### src/rtl/oblk_pkg.sv
package oblk_pkg;
  // Strobes from the control module to each channel datapath
  typedef struct packed {
    logic clear;   // synchronous reset of the channel registers
    logic update;  // clamp window open and not masked by standby
  } oblkStrobes_t;
endpackage

### src/rtl/oblk_ctrl.sv
module oblk_ctrl
  import oblk_pkg::*;
(
  input  logic         rst,
  input  logic         standby,
  input  logic         clampN,
  output oblkStrobes_t strobes
);
  // standby forces the clamp strobe inactive for both channels
  logic windowOpen;

  always_comb begin
    windowOpen     = ~clampN & ~standby;
    strobes.clear  = rst;
    strobes.update = windowOpen & ~rst;
  end
endmodule

### src/rtl/oblk_chan.sv
module oblk_chan
  import oblk_pkg::*;
#(
  parameter int CODE_W  = 14,
  parameter int MAG_W   = 10,
  parameter int TARGET  = 512,
  parameter int SAT_THR = 1543,
  parameter int SHIFT   = 0
) (
  input  logic              clk,
  input  oblkStrobes_t      strobes,
  input  logic [CODE_W-1:0] code,
  output logic              sign,
  output logic [MAG_W-1:0]  mag
);
  localparam logic [CODE_W-1:0] TGT    = CODE_W'(TARGET);
  localparam logic [CODE_W-1:0] THR    = CODE_W'(SAT_THR);
  localparam logic [MAG_W-1:0]  MAGMAX = '1;
  localparam logic [CODE_W-1:0] MAGLIM = {{(CODE_W-MAG_W){1'b0}}, MAGMAX};

  logic              above, below, sat;
  logic [CODE_W-1:0] diff, scaled;
  logic [MAG_W-1:0]  clipped, nextMag;

  always_comb begin
    above   = code > TGT;
    below   = code < TGT;
    sat     = code > THR;
    diff    = above ? (code - TGT) : (TGT - code);
    scaled  = diff >> SHIFT;
    clipped = (scaled > MAGLIM) ? MAGMAX : scaled[MAG_W-1:0];
    nextMag = sat ? MAGMAX : clipped;
  end

  always_ff @(posedge clk) begin
    if (strobes.clear) begin
      mag  <= '0;
      sign <= 1'b0;
    end else if (strobes.update) begin
      mag <= nextMag;
      if (sat || above)
        sign <= 1'b1;
      else if (below)
        sign <= 1'b0;
    end else begin
      mag <= '0;
    end
  end

  // clear empties the command
  a_r1_clear: assert property (@(posedge clk)
    strobes.clear |=> (mag == '0) && !sign);

  // closed window gives idle magnitude and held direction
  a_r2_idle: assert property (@(posedge clk) disable iff (strobes.clear)
    !strobes.update |=> (mag == '0) && $stable(sign));

  // saturated region drives full discharge
  a_r5_saturate: assert property (@(posedge clk) disable iff (strobes.clear)
    (strobes.update && (code > THR)) |=> (mag == MAGMAX) && sign);

  // codes below target charge
  a_r6_charge: assert property (@(posedge clk) disable iff (strobes.clear)
    (strobes.update && (code < TGT)) |=> !sign);

  // exact target keeps direction and zeroes magnitude
  a_r7_equal_hold: assert property (@(posedge clk) disable iff (strobes.clear)
    (strobes.update && (code == TGT)) |=> (mag == '0) && $stable(sign));
endmodule

### src/rtl/oblk_clamp_loop.sv
module oblk_clamp_loop
  import oblk_pkg::*;
#(
  parameter int CODE_W  = 14,
  parameter int MAG_W   = 10,
  parameter int TARGET  = 512,
  parameter int SAT_THR = 1543,
  parameter int SHIFT   = 0
) (
  input  logic              clk,
  input  logic              rst,
  input  logic              standby,
  input  logic              clampN,
  input  logic [CODE_W-1:0] codeA,
  input  logic [CODE_W-1:0] codeB,
  output logic              signA,
  output logic [MAG_W-1:0]  magA,
  output logic              signB,
  output logic [MAG_W-1:0]  magB
);
  localparam int NCH = 2;

  oblkStrobes_t      strobes;
  logic [CODE_W-1:0] codeArr [NCH];
  logic              signArr [NCH];
  logic [MAG_W-1:0]  magArr  [NCH];

  always_comb begin
    codeArr[0] = codeA;
    codeArr[1] = codeB;
    signA      = signArr[0];
    magA       = magArr[0];
    signB      = signArr[1];
    magB       = magArr[1];
  end

  oblk_ctrl u_ctrl (
    .rst     (rst),
    .standby (standby),
    .clampN  (clampN),
    .strobes (strobes)
  );

  for (genvar ch = 0; ch < NCH; ch++) begin : g_chan
    oblk_chan #(
      .CODE_W  (CODE_W),
      .MAG_W   (MAG_W),
      .TARGET  (TARGET),
      .SAT_THR (SAT_THR),
      .SHIFT   (SHIFT)
    ) u_chan (
      .clk     (clk),
      .strobes (strobes),
      .code    (codeArr[ch]),
      .sign    (signArr[ch]),
      .mag     (magArr[ch])
    );
  end

  // standby masks the strobe on both channels
  a_r3_standby_mask: assert property (@(posedge clk) disable iff (rst)
    standby |=> (magA == '0) && (magB == '0) && $stable(signA) && $stable(signB));

  // a closed window idles both channels together
  a_r8_shared_idle: assert property (@(posedge clk) disable iff (rst)
    clampN |=> (magA == '0) && (magB == '0));
endmodule

### config.mk
export PLATFORM = sky130hd
export DESIGN_NAME = oblk_clamp_loop
export DESIGN_NICKNAME = d
export VERILOG_FILES = /design/src/rtl/oblk_pkg.sv /design/src/rtl/oblk_ctrl.sv /design/src/rtl/oblk_chan.sv /design/src/rtl/oblk_clamp_loop.sv
export SDC_FILE = /design/constraint.sdc
export NUM_CORES = 1
export LEC_CHECK = 0
export ABC_CLOCK_PERIOD_IN_PS = 5360
export BUFFER_PORTS_ARGS = -buffer_cell sky130_fd_sc_hd__buf_2
export CAP_MARGIN = 20
export CORE_ASPECT_RATIO = 2
export CORE_MARGIN = 2
export CORE_UTILIZATION = 35
export DETAILED_ROUTE_END_ITERATION = 8
export PLACE_DENSITY_LB_ADDON = 0.2
export SYNTH_ARGS = -nofsm -noshare
export SYNTH_HDL_FRONTEND = slang
export SYNTH_SLANG_ARGS = --single-unit
### constraint.sdc
create_clock -name clk -period 5.36 [get_ports clk]
set_clock_uncertainty 0.05 [all_clocks]
set_input_delay 0.804 -clock clk [delete_from_list [all_inputs] [get_ports clk]]
set_output_delay 0.804 -clock clk [all_outputs]
set_load 0.01 [all_outputs]
# Word level (Yosys, flattened, before mapping)
# Index checks and enable logic that the tools add are counted.
# totals
register_bits	22
in_bits	32
elab_cells	39
output_inout_bits	22
# classes
n_addsub	4
n_reduce_logical	7
magnitude_cmp	8
n_mux	10
n_bitwise	6
# op_table
operator	n
greater-than comparator 14 x 10 -> 1 bit (second input constant)	4
2-to-1 mux 10 bit	4
greater-than comparator 14 x 11 -> 1 bit (second input constant)	2
< comparator 14 x 10 -> 1 bit (second input constant)	2
2-to-1 mux 14 bit	2
subtractor 10 x 14 -> 14 bit (first input constant)	2
subtractor 14 x 10 -> 14 bit (second input constant)	2
2-to-1 mux 1 bit	4
NOT 1 bit	4
AND reduction 2 bit	2
nonzero test 2 bit	2
bitwise AND 1 bit	2
logical OR 1 bit	2
OR reduction 2 bit	1

# Depth between registers and ports, before layout
# Gate-level depths: netlist (run 1).
# logic_depth
word_depth	5
depth_mapped	7
ltp_nobuf	7

# By module
# From an unflattened synthesis (run 1), not the netlist that was laid out.
# hier_totals
cells_unflattened	154
hier_area_um2	1373.8
# by_module_without_submodules
module	area_each_um2	cells_per_inst	instances	seq_area_each_um2
oblk_chan	678.2	76	2	220.2
oblk_ctrl	17.5	2	1	0.0

# Least setup slack after synthesis (run 1)
# Ideal clock, no wire load.
# synth_path
path_type	input -> register
startpoint	input port codeA[0]
endpoint	register g_chan[0].u_chan.mag[0]
required_ns	5.164
arrival_ns	2.281
cell_stages	7
n_path_buf	0
setup_time_ns	0.146
slack_ns	2.883
cell_sequence	inv_1 ha_1 or3b_4 o41ai_4 nand2_4 mux2i_4 a31oi_1
# synth_between
elab_chain_cells	5
elab_cells_between_ends	8
classes_between	add/sub: 2; order compare: 3; mux: 3
# synth_lines
item	line_no	text
start, declared	oblk_clamp_loop.sv:14	input logic [CODE_W-1:0] codeA,
subtractor 10 x 14 -> 14 bit, or another cell as far along	oblk_chan.sv:29	diff = above ? (code - TGT) : (TGT - code);
2-to-1 mux 14 bit	oblk_chan.sv:29	
greater-than comparator 14 x 10 -> 1 bit	oblk_chan.sv:31	clipped = (scaled > MAGLIM) ? MAGMAX : scaled[MAG_W-1:0];
2-to-1 mux 10 bit	oblk_chan.sv:31	
2-to-1 mux 10 bit (*)	oblk_chan.sv:32	nextMag = sat ? MAGMAX : clipped;
end signal, assigned	oblk_chan.sv:40	mag <= nextMag;
end, declared	oblk_chan.sv:14	output logic [MAG_W-1:0] mag
# Mark *: on every way between the ends. The rest lies on a longest branch, timed or not.
# A chain may end at the register's enable or synchronous reset.

# Worst setup path after layout (run 1)
# layout_path
startpoint	input port codeA[0]
endpoint	register g_chan[0].u_chan.mag[9]
# The elaborated chain is that of the path after synthesis.

==> flow_summary_export.csv, run 1 <==
group,metric,value,unit
clock_tree,cts_sinks,22,
grt,antenna_found_initial,0,
pwr,power_frac_seq,41.9,%
timing,setup_viol_count_final,0,
detailed_routing,antenna_left,0,
critical_path,critPathRequiredTime,5420,ps
critical_path,timing.rr.start,"g_chan[1].u_chan.sign$_SDFFE_PP0P_",
grt,grt_pass1_vias,1517,
timing,slew_violations,0,
synth,synth.net_count,197,
critical_path,path_class,"input pin to flip-flop",
cells_and_area,regArea,440.4,um2
critical_path,rr_endpoint,"g_chan[1].u_chan.sign$_SDFFE_PP0P_",
detailed_routing,first_pass_iters,4,
grt,grtUsageTotal,18.22,%
clock_tree,cts_hold_buf,0,
timing,finalHoldViolCount,0,
pwr,power.total,0.4113,mW
synth,synth_top_area_cell,"dfxtp_1",
grt,grt_max_degree,25,
synth,synth_cells,157,
clock_tree,cts_buffer_depth,2,
timing,period_share,47.60,%
timing,post-route-min-period,2552,ps
pwr,leakage,0.7905,nW
grt,gr-total-overflow,0,
synth,synth_area_per_cell,9.276,um2
floorplanning,die_area,0.004725,mm2
clock_tree,post_cts_resize_count,0,
critical_path,cp_max_fo,9,
detailed_routing,drt_iter0_drc,25,
synth,synth.most_common_cell,"dfxtp_1",
cells_and_area,area_growth,25.43,%
critical_path,crit_end,"g_chan[0].u_chan.mag[9]$_SDFF_PP0_",
cells_and_area,multi_input_area,943.4,um2
pwr,pwr-share-comb,19.9,%
critical_path,cp.arrival,2610,ps
run_status,status,"complete, no violations",
cells_and_area,utilization,45.15,%
detailed_routing,vias_per_cell,5.621,
synth,synth_cell_type_count,47,
synth,yosysSeqAreaShare,30.24,%
floorplanning,core-area,0.004046,mm2
critical_path,ff2ff_setup_slack,4590,ps
clock_tree,cts_tree,"built",
cells_and_area,antenna_cells,0,
pwr,switching_share,26.35,%
synth,synth_area_leaders,"dfxtp_1 30%, ha_1 6.9%, a21oi_1 5.8%, a31oi_1 4.7%, xnor2_1 4.2%",
critical_path,reg2reg_depth,3,
timing,slew_headroom,39.48,%
synth,ys.warnings.count,0,
timing,hold_ws,424.1,ps
clock_tree,clk_pin_slew,90,ps
critical_path,worstSetupStartpoint,"codeA[0]",
synth,synth_commonest_cells,"22 x dfxtp_1, 17 x a21oi_1, 11 x a31oi_1",
grt,grt_pass1_wl,6610,um
synth,ys_ff_latch,22,
flow_run,cap_viol_max_count,0,
hold_path,hp-class,"flip-flop to flip-flop",
clock_tree,numCtsBuffers,3,
synth,synth_top_area_share,30.24,%
pwr,ir_drop,109.0,uV
critical_path,endpoint_kind,"flip-flop",
critical_path,start_kind,"input pin",
timing,rsz0062_at_grt,"false",
pwr,netSwitchingPower,0.1084,mW
floorplanning,rows,33,
cells_and_area,layout.nets,250,
clock_tree,root_buffer,"clkbuf_8",
cells_and_area,fill_cells,428,
detailed_routing,route.detailed.wl_per_inst,15.28,um
floorplanning,die_w,49.62,um
synth,synth_ff_type,"dfxtp_1",
detailed_routing,drc_errors,0,
pwr,powerDensity,225.2,mW/mm2
clock_tree,clkLatencyLatePin,260,ps
pwr,p_int,0.3030,mW
place,gp_congestion,0.9042,
timing,fin_tns_setup,0,ps
floorplanning,start_util,35.99,%
place,dpl.hpwl,3313,um
floorplanning,num_io_pins,54,
timing,worstMarginPinSlew,900.4,ps
synth,synth_edf_count,0,
timing,fmax,391.9,MHz
clock_tree,post_cts_buffers,0,
clock_tree,h-tree-depth,1,
floorplanning,die_y,95.23,um
detailed_routing,routed-via-count,1467,
pwr,p_clk_share,38.2,%
synth,async_flop_share,0,%
cells_and_area,drive_above_1_share,34.45,%
detailed_routing,wl,3987,um
place,numPortBuffers,53,
synth,synth_area,0.001456,mm2
[state kept, by name (all words and copies together) (netlist names)]
| signal | count |
|---|---|
| g_chan.u_chan.sign | 2 |
| g_chan.u_chan.mag | 20 |
[cell type report]
type | count | area share, %
Multi-Input combinational cell | 120 | 51.64
Timing Repair Buffer | 54 | 14.93
Clock buffer | 3 | 2.260
Inverter | 9 | 1.849
Tap cell | 52 | 3.562
Sequential cell | 22 | 24.11
Clock inverter | 1 | 1.644
[layout by cell type (no fill, tap or decap), types with 5 or more instances in the layout]
master and n:
buf_2 53, dfxtp_1 22, a21oi_1 17, a31oi_1 11, inv_1 9, nor3_1 8
ha_1 8, xor2_1 7, xnor2_1 7, nor2_1 6, nand3_1 6, or4_1 5
[per-layer routing]
| metal | vias to the layer above | GRT usage [%] | share of wire [%] |
|---|---|---|---|
| met5 | - | 0 | 0 |
| met4 | 0 | 11.57 | 4.7 |
| met3 | 16 | 2.821 | 4.3 |
| met2 | 55 | 37.67 | 58 |
| met1 | 687 | 15.03 | 33 |
| li1 | 709 | - | - |
[critical path: stages]
cell and delay (ps):
buf_2 110, inv_1 70, ha_1 180, or3b_4 400, o41ai_4 440, nand2_4 120, mux2i_4 340, a31oi_1 130
[worst min-delay path by stage]
stage                                       startpoint                                  to  slack [ps]  cells past startpoint
floorplan           g_chan[0].u_chan.sign$_SDFFE_PP0P_  g_chan[0].u_chan.sign$_SDFFE_PP0P_         430                      2
finish              g_chan[0].u_chan.sign$_SDFFE_PP0P_  g_chan[0].u_chan.sign$_SDFFE_PP0P_         420                      2
detailed placement  g_chan[0].u_chan.sign$_SDFFE_PP0P_  g_chan[0].u_chan.sign$_SDFFE_PP0P_         410                      2
global placement    g_chan[0].u_chan.sign$_SDFFE_PP0P_  g_chan[0].u_chan.sign$_SDFFE_PP0P_         420                      2
CTS                 g_chan[0].u_chan.sign$_SDFFE_PP0P_  g_chan[0].u_chan.sign$_SDFFE_PP0P_         420                      2
global route        g_chan[0].u_chan.sign$_SDFFE_PP0P_  g_chan[0].u_chan.sign$_SDFFE_PP0P_         470                      2
[power by group through the flow]
| stage | clock network (mW) | logic [mW] | registers [mW] |
|---|---|---|---|
| finish | 0.157 | 0.0820 | 0.172 |
| global route | 0.166 | 0.0906 | 0.173 |
| CTS | 0.157 | 0.0825 | 0.172 |
| detailed placement | 0 | 0.0822 | 0.176 |
| global placement | 0 | 0.0819 | 0.176 |
| floorplan | 0 | 0.0405 | 0.180 |
[through the flow]
stage	cell area (um2)	worst slack [ps]	std cells
6_report	1827	2809	261
5_1_grt	1827	2680	261
4_1_cts	1827	2823	261
3_5_place_dp	1755	2541	257
3_3_place_gp	1755	2569	257
2_1_floorplan	1456	2883	157
[cells by family (layout without fill, tap and decap cells)]
| logic type | after synthesis | count (layout) | synth area share [%] |
|---|---|---|---|
| XOR/XNOR | 14 | 14 | 8.419 |
| AND/OR/NAND/NOR | 48 | 48 | 22.68 |
| buffers and inverters | 15 | 67 | 4.982 |
| AO/OA/AOI/OAI | 49 | 49 | 25.26 |
| adder cells (fa/ha/maj) | 8 | 8 | 6.873 |
| flip-flops | 22 | 22 | 30.24 |
| multiplexers | 1 | 1 | 1.546 |
(Power assumes the default switching activity.)
==> run 2: changes to the inputs <==
--- a/config.mk
+++ b/config.mk
@@ -5,7 +5,7 @@
 export SDC_FILE = /design/constraint.sdc
 export NUM_CORES = 1
 export LEC_CHECK = 0
-export ABC_CLOCK_PERIOD_IN_PS = 5360
+export ABC_CLOCK_PERIOD_IN_PS = 2200
 export BUFFER_PORTS_ARGS = -buffer_cell sky130_fd_sc_hd__buf_2
 export CAP_MARGIN = 20
 export CORE_ASPECT_RATIO = 2
==> constraint.sdc (replaced) <==
create_clock -name clk -period 2.2 [get_ports clk]
set_clock_uncertainty 0.05 [all_clocks]
set_input_delay 0.33 -clock clk [delete_from_list [all_inputs] [get_ports clk]]
set_output_delay 0.33 -clock clk [all_outputs]
set_load 0.01 [all_outputs]
==> flow_summary_export.csv, run 2 (synthesis results as in run 1) <==
group,metric,value,unit
cells_and_area,final_cell_mix,"53 x buf_2, 22 x dfxtp_1, 17 x a21oi_1, 16 x buf_4, 11 x a31oi_1",
pwr,ir_drop,231.3,uV
floorplanning,start_util,35.99,%
grt,grtUsageTotal,19.81,%
cells_and_area,layout.nets,265,
detailed_routing,wl,4333,um
timing,fmax,504.4,MHz
clock_tree,h-tree-depth,1,
place,numPortBuffers,53,
detailed_routing,route.detailed.wl_per_inst,15.70,um
detailed_routing,antenna_left,0,
critical_path,critical_path_buf_inv_count,2,
clock_tree,post_cts_resize_count,0,
timing,setup_viol_count_final,0,
detailed_routing,routed-via-count,1522,
clock_tree,cts_tree,"built",
clock_tree,numCtsBuffers,3,
pwr,leakage,0.8637,nW
clock_tree,clk_pin_slew,80,ps
grt,gr-total-overflow,0,
cells_and_area,area_growth,33.16,%
place,dpl.hpwl,3556,um
hold_path,hp-class,"input pin to flip-flop",
critical_path,rr_endpoint,"g_chan[1].u_chan.sign$_SDFFE_PP0P_",
timing,finalHoldViolCount,0,
place,dpl_worst_slack,-77.80,ps
cells_and_area,drive_above_1_share,38.84,%
detailed_routing,drt_iter0_drc,22,
flow_run,cap_viol_max_count,0,
timing,layout_setup_ws,217.5,ps
critical_path,cp.arrival,2060,ps
clock_tree,root_buffer,"clkbuf_8",
critical_path,critPathRequiredTime,2280,ps
floorplanning,die_area,0.004725,mm2
detailed_routing,drc_errors,0,
hold_path,min_path_cells,2,
clock_tree,cts_buffer_depth,2,
clock_tree,cts_hold_buf,0,
cells_and_area,largest_register_ffs,20,
critical_path,reg2reg_depth,3,
cells_and_area,utilization,47.93,%
timing,slew_headroom,61.51,%
floorplanning,die_y,95.23,um
timing,post-route-min-period,1983,ps
critical_path,slowest_delay,430,ps
critical_path,cp_cell_sequence,"buf_2 > inv_1 > ha_1 > or3b_4 > o41ai_4 > nand2_4 > mux2i_4 > a31oi_1",
floorplanning,die_w,49.62,um
clock_tree,post_cts_buffers,0,
clock_tree,clkLatencyLatePin,260,ps
critical_path,path_class,"input pin to flip-flop",
critical_path,timing.rr.start,"g_chan[1].u_chan.sign$_SDFFE_PP0P_",
floorplanning,core-area,0.004046,mm2
place,gp_congestion,0.8510,
clock_tree,cts_sinks,22,
critical_path,cp_max_fo,9,
pwr,powerDensity,527.0,mW/mm2
floorplanning,num_io_pins,54,
timing,worstMarginPinSlew,577.3,ps
grt,grt_pass1_wl,7134,um
cells_and_area,antenna_cells,0,
critical_path,crit_family,"compound AO/OA/AOI/OAI gates",
critical_path,ff2ff_setup_slack,1430,ps
cells_and_area,final_common_cell,"buf_2",
detailed_routing,first_pass_iters,6,
floorplanning,rows,33,
grt,grt_max_degree,16,
timing,rsz0062_at_grt,"false",
cells_and_area,max_flop_register,"g_chan.u_chan.mag",
critical_path,endpoint_kind,"flip-flop",
grt,grt_pass1_vias,1622,
critical_path,cp_slowest_cell,"o41ai_4",
grt,antenna_found_initial,0,
timing,hold_ws,207.6,ps
cells_and_area,top_regs,"g_chan.u_chan.mag x20, g_chan.u_chan.sign x2",
run_status,status,"complete, no violations",
hold_path,min_from,"rst",
timing,slew_violations,0,
detailed_routing,vias_per_cell,5.514,
critical_path,start_kind,"input pin",
hold_path,min_to,"g_chan[0].u_chan.sign$_SDFFE_PP0P_",
timing,period_share,90.12,%
run 2: final cells by class:
cell class	count	area, um2
inverters	9	33.78
well taps	52	65.06
fillers	462	2107
clock inverters	1	30.03
multi-input cells	120	943.4
clock buffers	3	41.29
repair buffers	69	385.4
flip-flops and latches	22	440.4
run 2: stage by stage:
| step | TNS, ps | std cells | area, um2 | total power [mW] |
|---|---|---|---|---|
| after floorplan | 0 | 157 | 1456 | 0.5373 |
| after global placement | -317.4 | 272 | 1868 | 0.6461 |
| after detailed placement | -657.1 | 272 | 1868 | 0.6468 |
| after CTS | 0 | 276 | 1939 | 1.029 |
| after global routing | 0 | 276 | 1939 | 1.062 |
| final | 0 | 276 | 1939 | 1.022 |
run 2: how the worst max path moves through the flow:
stage,start,end,slack (ps),depth (start not counted)
after floorplan,codeA[0],g_chan[0].u_chan.mag[0]$_SDFF_PP0_,200,7
after global placement,codeA[0],g_chan[0].u_chan.mag[0]$_SDFF_PP0_,-40,8
after detailed placement,codeA[0],g_chan[0].u_chan.mag[3]$_SDFF_PP0_,-80,8
after CTS,codeA[0],g_chan[0].u_chan.mag[7]$_SDFF_PP0_,210,8
after global routing,codeA[0],g_chan[0].u_chan.mag[9]$_SDFF_PP0_,80,8
final,codeA[0],g_chan[0].u_chan.mag[7]$_SDFF_PP0_,220,8
run 2: worst reg2reg max path: stages (launching register included):
cell and delay [ps]:
dfxtp_1 330, inv_1 40, o22ai_1 150, o31a_1 150
run 2: report_power, final:
group	internal (mW)	total (mW)	leakage, nW	switching (mW)
Sequential	0.415	0.419	0.181	0.00436
Clock	0.243	0.385	0.0357	0.142
Combinational	0.0931	0.218	0.647	0.124
run 2: per-layer routing:
layer | global-route usage [%] | share of wire [%]
met5 | 0 | 0
met4 | 9.722 | 3.1
met3 | 2.351 | 3.9
met2 | 44.44 | 62
met1 | 14.99 | 31
==> run 3: changes to the inputs <==
--- a/config.mk
+++ b/config.mk
@@ -13,6 +13,7 @@
 export CORE_UTILIZATION = 35
 export DETAILED_ROUTE_END_ITERATION = 8
 export PLACE_DENSITY_LB_ADDON = 0.2
+export REMOVE_ABC_BUFFERS = 1
 export SYNTH_ARGS = -nofsm -noshare
 export SYNTH_HDL_FRONTEND = slang
 export SYNTH_SLANG_ARGS = --single-unit
==> flow_summary_export.csv, run 3 (synthesis results as in run 1) <==
group,metric,value,unit
critical_path,path_class,"input pin to flip-flop",
clock_tree,cts_buffer_depth,2,
timing,worstMarginPinSlew,517.8,ps
grt,grt_max_degree,17,
place,gp_congestion,0.8138,
detailed_routing,drc_errors,0,
floorplanning,rows,33,
clock_tree,post_cts_resize_count,0,
floorplanning,start_util,35.99,%
pwr,ir_drop,294.3,uV
cells_and_area,antenna_cells,0,
detailed_routing,vias_per_cell,5.275,
cells_and_area,top_regs,"g_chan.u_chan.mag x20, g_chan.u_chan.sign x2",
cells_and_area,final_common_cell,"buf_2",
floorplanning,die_y,95.23,um
pwr,leakage,0.8834,nW
critical_path,rr_endpoint,"g_chan[1].u_chan.sign$_SDFFE_PP0P_",
critical_path,start_kind,"input pin",
critical_path,timing.rr.start,"g_chan[1].u_chan.sign$_SDFFE_PP0P_",
clock_tree,numCtsBuffers,3,
grt,grtUsageTotal,17.48,%
clock_tree,post_cts_buffers,0,
cells_and_area,layout.nets,269,
detailed_routing,routed-via-count,1477,
critical_path,ff2ff_setup_slack,1420,ps
grt,grt_pass1_wl,6306,um
timing,setup_viol_count_final,0,
clock_tree,cts_sinks,22,
timing,hold_ws,209.0,ps
clock_tree,cts_hold_buf,0,
critical_path,endpoint_kind,"flip-flop",
place,dpl.hpwl,3314,um
timing,post-route-min-period,1967,ps
place,dpl_worst_slack,-57.87,ps
clock_tree,clk_pin_slew,80,ps
critical_path,critPathRequiredTime,2280,ps
floorplanning,die_w,49.62,um
timing,finalHoldViolCount,0,
cells_and_area,largest_register_ffs,20,
flow_run,cap_viol_max_count,0,
critical_path,reg2reg_depth,3,
clock_tree,h-tree-depth,1,
run_status,status,"complete, no violations",
grt,grt_pass1_vias,1456,
timing,slew_violations,0,
hold_path,hp-class,"input pin to flip-flop",
timing,layout_setup_ws,232.8,ps
place,numPortBuffers,53,
critical_path,cp_max_fo,9,
timing,rsz0062_at_grt,"false",
cells_and_area,drive_above_1_share,39.91,%
detailed_routing,route.detailed.wl_per_inst,13.84,um
floorplanning,num_io_pins,54,
cells_and_area,max_flop_register,"g_chan.u_chan.mag",
timing,fmax,508.3,MHz
cells_and_area,final_cell_mix,"53 x buf_2, 22 x dfxtp_1, 20 x buf_4, 17 x a21oi_1, 11 x a31oi_1",
cells_and_area,area_growth,35.22,%
detailed_routing,wl,3876,um
critical_path,cp.arrival,2050,ps
detailed_routing,first_pass_iters,4,
grt,gr-total-overflow,0,
clock_tree,clkLatencyLatePin,260,ps
detailed_routing,drt_iter0_drc,31,
floorplanning,core-area,0.004046,mm2
cells_and_area,utilization,48.67,%
clock_tree,cts_tree,"built",
timing,period_share,89.42,%
floorplanning,die_area,0.004725,mm2
grt,antenna_found_initial,0,
hold_path,min_from,"rst",
detailed_routing,antenna_left,0,
clock_tree,root_buffer,"clkbuf_8",
hold_path,min_path_cells,2,
hold_path,min_to,"g_chan[0].u_chan.sign$_SDFFE_PP0P_",
pwr,powerDensity,511.7,mW/mm2
timing,slew_headroom,65.22,%
==> run 3: cell type report <==
class                   instances  area, um2
clock buffers                   3      41.29
clock inverters                 1      30.03
fillers                       430       2077
inverters                       9      33.78
multi-input cells             120      943.4
flip-flops and latches         22      440.4
well taps                      52      65.06
repair buffers                 73      415.4
==> run 3: worst max-delay path by stage <==
stage	startpoint	endpoint	slack, ps	depth (start not counted)
3_5_place_dp	codeA[0]	g_chan[0].u_chan.mag[9]$_SDFF_PP0_	-60	9
2_1_floorplan	codeA[0]	g_chan[0].u_chan.mag[0]$_SDFF_PP0_	200	7
5_1_grt	codeA[0]	g_chan[0].u_chan.mag[0]$_SDFF_PP0_	120	9
3_3_place_gp	codeA[0]	g_chan[0].u_chan.mag[6]$_SDFF_PP0_	-5	9
6_report	codeA[0]	g_chan[0].u_chan.mag[9]$_SDFF_PP0_	230	9
4_1_cts	codeA[0]	g_chan[0].u_chan.mag[9]$_SDFF_PP0_	240	9
==> run 3: worst max-delay path, stage by stage <==
cell and delay (ps):
buf_2 110, inv_1 70, ha_1 170, or3b_4 400, o41ai_4 280, buf_4 190, nand2_4 60, mux2i_4 310
a31oi_1 130
==> run 3: per-layer routing <==
layer  track usage, %  routed length, um  vias to the layer above
met3            1.097                140                        8
met2            36.11               2290                       44
met5                0                  0                        -
li1                 -                  -                      745
met4            10.65                121                        0
met1            15.63               1324                      680
==> run 3: stage by stage <==
step,power [mW],setup TNS [ps],instance area (um2),std cells
2_1_floorplan,0.5290,0,1418,151
3_3_place_gp,0.6496,-33.81,1898,276
3_5_place_dp,0.6493,-416.7,1898,276
4_1_cts,1.022,0,1969,280
5_1_grt,1.063,0,1969,280
6_report,1.008,0,1969,280
==> run 3: where the power goes <==
| part | leakage [nW] | switching (mW) | total, mW | internal, mW |
|---|---|---|---|---|
| logic | 0.667 | 0.121 | 0.218 | 0.0972 |
| clock network | 0.0357 | 0.126 | 0.369 | 0.243 |
| registers | 0.181 | 0.00528 | 0.420 | 0.415 |
